File: config.mk
export PLATFORM = sky130hd
export DESIGN_NAME = vxu_simple_unit
export DESIGN_NICKNAME = d
export VERILOG_FILES = /design/src/rtl/vxu_simple_unit.sv
export SDC_FILE = /design/constraint.sdc
export NUM_CORES = 1
export LEC_CHECK = 0
export BUFFER_PORTS_ARGS = -buffer_cell sky130_fd_sc_hd__buf_2
export CAP_MARGIN = 20
export CORE_MARGIN = 3
export CORE_UTILIZATION = 44
export CTS_CLUSTER_SIZE = 14
export DETAILED_ROUTE_END_ITERATION = 10
export PLACE_DENSITY = 0.79
export SYNTH_ARGS = -nofsm -noshare
export SYNTH_HDL_FRONTEND = slang
export SYNTH_SLANG_ARGS = --single-unit
export TNS_END_PERCENT = 100
File: constraint.sdc
create_clock -name clk -period 2.2 [get_ports clk]
set_clock_uncertainty 0.1 [all_clocks]
set_input_delay 0.22 -clock clk [delete_from_list [all_inputs] [get_ports clk]]
set_output_delay 0.22 -clock clk [all_outputs]
set_load 0.01 [all_outputs]
File: src/rtl/vxu_simple_unit.sv
`timescale 1ns/1ps
module vxu_simple_unit #(
  parameter logic [31:0] RSQRT_MAGIC = 32'h5F3759DF,
  parameter logic [31:0] FLOAT_ONE   = 32'h3F800000
) (
  input  logic        clk,
  input  logic        rst_n,
  input  logic        in_valid,
  input  logic [31:0] insn,
  input  logic [31:0] opa_val,
  input  logic [31:0] opb_val,
  input  logic [31:0] flag_val,
  output logic [6:0]  src_a_idx,
  output logic [6:0]  src_b_idx,
  output logic        out_valid,
  output logic [3:0]  out_op,
  output logic [6:0]  out_dst,
  output logic [3:0]  out_lat,
  output logic [31:0] out_result,
  output logic        out_local,
  output logic        out_ext,
  output logic        out_vecout
);
  localparam logic [3:0] OP_NOP = 4'd0,  OP_ADD = 4'd1,  OP_SUB = 4'd2,  OP_MUL = 4'd3;
  localparam logic [3:0] OP_ABS = 4'd4,  OP_F2I = 4'd5,  OP_I2F = 4'd6,  OP_VEC = 4'd7;
  localparam logic [3:0] OP_SIN = 4'd8,  OP_COS = 4'd9,  OP_GT  = 4'd10, OP_EQ  = 4'd11;
  localparam logic [3:0] OP_CPY = 4'd12, OP_SEL = 4'd13, OP_SGN = 4'd14, OP_RSQ = 4'd15;

  logic [3:0] op_c;
  logic [6:0] dst_c;
  logic       a_nan, b_nan, a_zero, b_zero, any_nan, both_zero;
  logic       mag_gt, mag_eq, a_gt_b, a_eq_b, b_neg;
  logic [31:0] res_c;
  logic [3:0]  lat_c;
  logic        loc_c, ext_c, vec_c;

  assign src_a_idx = insn[24:18];
  assign src_b_idx = insn[17:11];
  assign op_c      = insn[10:7];
  assign dst_c     = insn[6:0];

  assign a_nan     = (opa_val[30:23] == 8'hFF) && (opa_val[22:0] != 23'd0);
  assign b_nan     = (opb_val[30:23] == 8'hFF) && (opb_val[22:0] != 23'd0);
  assign a_zero    = (opa_val[30:0] == 31'd0);
  assign b_zero    = (opb_val[30:0] == 31'd0);
  assign any_nan   = a_nan | b_nan;
  assign both_zero = a_zero & b_zero;
  assign mag_gt    = opa_val[30:0] > opb_val[30:0];
  assign mag_eq    = opa_val[30:0] == opb_val[30:0];
  assign b_neg     = opb_val[31] & ~b_zero & ~b_nan;

  always_comb begin
    a_gt_b = 1'b0;
    if (!any_nan && !both_zero) begin
      case ({opa_val[31], opb_val[31]})
        2'b00:   a_gt_b = mag_gt;
        2'b01:   a_gt_b = 1'b1;
        2'b10:   a_gt_b = 1'b0;
        default: a_gt_b = ~mag_gt & ~mag_eq;
      endcase
    end
  end

  assign a_eq_b = !any_nan && (both_zero || (mag_eq && opa_val[31] == opb_val[31]));

  always_comb begin
    res_c = 32'd0;
    lat_c = 4'd2;
    loc_c = 1'b1;
    ext_c = 1'b0;
    vec_c = 1'b0;
    case (op_c)
      OP_NOP: lat_c = 4'd0;
      OP_ADD, OP_SUB: begin lat_c = 4'd5; loc_c = 1'b0; ext_c = 1'b1; end
      OP_MUL:         begin lat_c = 4'd7; loc_c = 1'b0; ext_c = 1'b1; end
      OP_F2I:         begin lat_c = 4'd2; loc_c = 1'b0; ext_c = 1'b1; end
      OP_I2F:         begin lat_c = 4'd3; loc_c = 1'b0; ext_c = 1'b1; end
      OP_SIN, OP_COS: begin lat_c = 4'd4; loc_c = 1'b0; ext_c = 1'b1; end
      OP_VEC:         begin lat_c = 4'd0; loc_c = 1'b0; vec_c = 1'b1; end
      OP_ABS: res_c = {1'b0, opa_val[30:0]};
      OP_GT:  res_c = a_gt_b ? FLOAT_ONE : 32'd0;
      OP_EQ:  res_c = a_eq_b ? FLOAT_ONE : 32'd0;
      OP_CPY: res_c = opa_val;
      OP_SEL: res_c = (flag_val != 32'd0) ? opa_val : opb_val;
      OP_SGN: res_c = {opa_val[31] ^ b_neg, opa_val[30:0]};
      OP_RSQ: res_c = RSQRT_MAGIC - {1'b0, opa_val[31:1]};
      default: res_c = 32'd0;
    endcase
  end

  always_ff @(posedge clk) begin
    if (!rst_n) begin
      out_valid  <= 1'b0;
      out_op     <= 4'd0;
      out_dst    <= 7'd0;
      out_lat    <= 4'd0;
      out_result <= 32'd0;
      out_local  <= 1'b0;
      out_ext    <= 1'b0;
      out_vecout <= 1'b0;
    end else begin
      out_valid <= in_valid;
      if (in_valid) begin
        out_op     <= op_c;
        out_dst    <= dst_c;
        out_lat    <= lat_c;
        out_result <= res_c;
        out_local  <= loc_c;
        out_ext    <= ext_c;
        out_vecout <= vec_c;
      end
    end
  end
endmodule


==> out/qor.txt <==
Outcome = finished, violations left
Violated checks = setup timing
Maximum level of the CTS H-tree = 2
Sequential share of power = 0.388
Count of state elements after synthesis = 50
Origin of the worst setup path = opb_val[30]
Family with the most delay on the worst path = simple AND/OR/NAND/NOR gates
CTS max path bufs = 2
Core area = 9420 µm²
Most frequent cells after synthesis = 50 x dfxtp_1, 49 x inv_1, 35 x ha_1, 32 x nor2b_1, 29 x a21oi_1
Total global-route track usage = 0.278
Combinational cell fraction of total power = 0.372
Final wirelength = 16,100 µm
Via density = 5.76
Growth of design area from synthesis to finish = 46.4%
Reg clk slew, reported paths = 0.09 ns
Source-to-sink clock delay at the later pin of the worst-skew pair = 0.30 ns
Post-DR wirelength/cell = 17.5 µm
Drt drc = 0
Via count = 5,303
Count of final setup violators = 3
Actual slew at the worst max-slew pin = 0.537 ns
Global placement routability congestion = 0.944
Largest net degree at the start of global routing = 44
Total internal power = 1.64 mW
Distinct cells, synth = 58
Data required time of the critical path = 2.34 ns
Synthesized area per cell = 7.83 µm²
Diode count = 0
Sequential area share after synthesis = 0.231
Most frequent cell after synthesis = dfxtp_1
Leakage power figure = 2.88 nW
Critical path, cell by cell = buf_2, buf_4, nor4_1, nand4_1, nor4_2, mux2i_2, nor4_4, nand2_2, a31oi_1
RSZ-0062 raised after global routing = true
Post-route antenna net violation count = 0
Cell type with the largest total area after synthesis = dfxtp_1
Biggest area contributors in the synthesized netlist = dfxtp_1 23%, ha_1 10%, nor2b_1 4.6%
Largest vdd supply drop = 0.251 mV
Fin crit share = 1.01
I/O Buffers = 159
Number of global-route vias before repair = 5,066
Launch point of the worst reg-to-reg path = out_result[24]$_SDFFE_PN0P_
Core Rows = 35
Share of synthesized registers carrying an async set or reset = 0
Overall die height = 105 µm
Final critical delay including setup and external delays = 2.22 ns
First-pass GRT wire length = 25,100 µm
Power Dens Cells = 386 nW/µm²
Total overflow reported by the global router = 0
Count of synthesis-stage warnings from yosys = 0
Starting Density = 0.461
Kind of capture point of the worst setup path = flip-flop
Fin worst setup slack = -0.0206 ns
Fraction of post-synthesis cell area in the top cell type by area = 0.231
Io pins = 196
Number of antenna violations at the first check in global routing = 0
Data arrival time of the worst path = 2.36 ns
Number of max-slew violations in the final report = 0
Detailed placement HPWL = 13,100 µm
Fraction of layout instances using a drive strength above 1 = 0.413
Max FO, Critical Path = 7
Hold crit path type = input port to flip-flop
Fraction of power spent switching nets = 0.331
Top achievable clock speed = 450 MHz
Startpoint of the tightest hold check path = insn[0]
Clock buffers created by TritonCTS = 5
Fraction of power consumed by the clock network = 0.240
Hold Violations, Final = 0
Max Cap Violations = 0
Net load switching power = 0.811 mW
Clock net sink count = 50
Slowest cell on crit path = nor4_1
Normalized max-slew margin = 0.639
Worst setup slack before clock tree synthesis = -0.553 ns
Most used flip-flop cell after synthesis = dfxtp_1
Total die area = 11,100 µm²
Length of the first detailed-routing pass in iterations = 6
Synthesized net count = 720
Cell Area, Synth = 4340 µm²
Clock tree from TritonCTS = done
DRC marker count from the first detailed-route iteration = 424
Final cell utilization of the core = 0.674
Class of the most critical setup path = input port to flip-flop
Clock Tree Root = clkbuf_8
Startpoint types = input port
Cell count after synthesis = 554
Critical Path Max Stage Delay = 0.51 ns
Number of buffers and inverters on the critical path = 2
DIE WIDTH = 105 µm
Final #Nets = 957
EDFF count, synth = 0
==> state kept, by name, summed over array words and instances (netlist names) <==
name        flops
out_valid       1
out_ext         1
out_lat         3
out_op          4
out_dst         7
out_local       1
out_result     32
out_vecout      1
==> area by class of cell <==
class | instances | area (µm²)
Clock buffer | 6 | 82.6
Multi-Input combinational cell | 408 | 3130
Sequential cell | 50 | 1000
Fill cell | 806 | 3070
Tap cell | 129 | 161
Clock inverter | 2 | 12.5
Timing Repair Buffer | 277 | 1760
Inverter | 49 | 206
==> metal layers <==
metal / share of wire / track usage / vias up
met5: 0 / 0 / -
met4: 0.019 / 0.0665 / 0
met2: 0.48 / 0.484 / 286
li1: - / - / 2509
met3: 0.085 / 0.0410 / 33
met1: 0.42 / 0.360 / 2475
==> worst reg2reg max path, cell delays in order (launching register included) <==
cell,delay (ns)
dfxtp_1,0.34
nor2b_1,0.16
a221oi_1,0.21
o21ai_0,0.12
a21oi_1,0.16
a31oi_1,0.10
==> worst paths after layout <==
check | endpoint | slack (ns) | depth (start not counted)
worst max register to register | out_result[24]$_SDFFE_PN0P_ | 0.90 | 5
worst min-delay path | out_dst[0]$_SDFFE_PN0P_ | 0.07 | 3
worst min register to register | out_result[17]$_SDFFE_PN0P_ | 0.38 | 2
worst max-delay path | out_result[28]$_SDFFE_PN0P_ | -0.02 | 9
==> logic make-up (layout without fill, tap and decap cells) <==
logic type | count (synthesis) | after routing | synth area share
adders and majority gates | 35 | 35 | 0.101
other | 1 | 1 | 0.000865
and+or+nand+nor | 187 | 187 | 0.256
DFF | 50 | 50 | 0.231
xor gates and xnor gates | 19 | 19 | 0.0384
buffers and inverters | 96 | 334 | 0.0984
muxes | 18 | 18 | 0.0415
AOI/OAI and AO/OA | 148 | 148 | 0.233
==> per-stage QoR <==
stage          power, mW  TNS (ns)  hold WS (ns)  instances  cell area, µm²
2_1_floorplan       1.41    -0.914         0.290        554            4510
3_3_place_gp        1.82     -4.02         0.340        912            6120
3_5_place_dp        1.84     -5.09         0.340        912            6120
4_1_cts             2.43         0        0.0658        920            6230
5_1_grt             2.57    -0.717        0.0770        921            6350
6_report            2.45   -0.0468        0.0711        921            6350
==> repair_timing <==
item / in CTS / in global routing
gates resized for setup: 4 / 24
hold buffers: 0 / 0
buffers inserted: 0 / 1
endpoints found under the setup margin: 7 / 9
pin swaps: 6 / 6
==> power groups by stage <==
| stage | registers (mW) | logic [mW] | clock network [mW] |
|---|---|---|---|
| after floorplan | 0.984 | 0.428 | 0 |
| after global placement | 0.969 | 0.851 | 0 |
| after detailed placement | 0.971 | 0.874 | 0 |
| after CTS | 0.950 | 0.884 | 0.599 |
| after global routing | 0.954 | 0.992 | 0.628 |
| final | 0.950 | 0.910 | 0.588 |
==> cell usage in the layout, fill, tap and decap left out, types with 14 or more instances in the layout <==
master / count
a21oi_1: 29
and2_1: 16
o21ai_0: 21
nand4_1: 17
o22ai_1: 14
mux2i_1: 17
buf_2: 149
nor2b_1: 32
nand2_1: 28
nor4_1: 22
buf_4: 118
ha_1: 22
dfxtp_1: 50
inv_1: 39
a221oi_1: 14
nor2_1: 20
(Power assumes the default switching activity.)
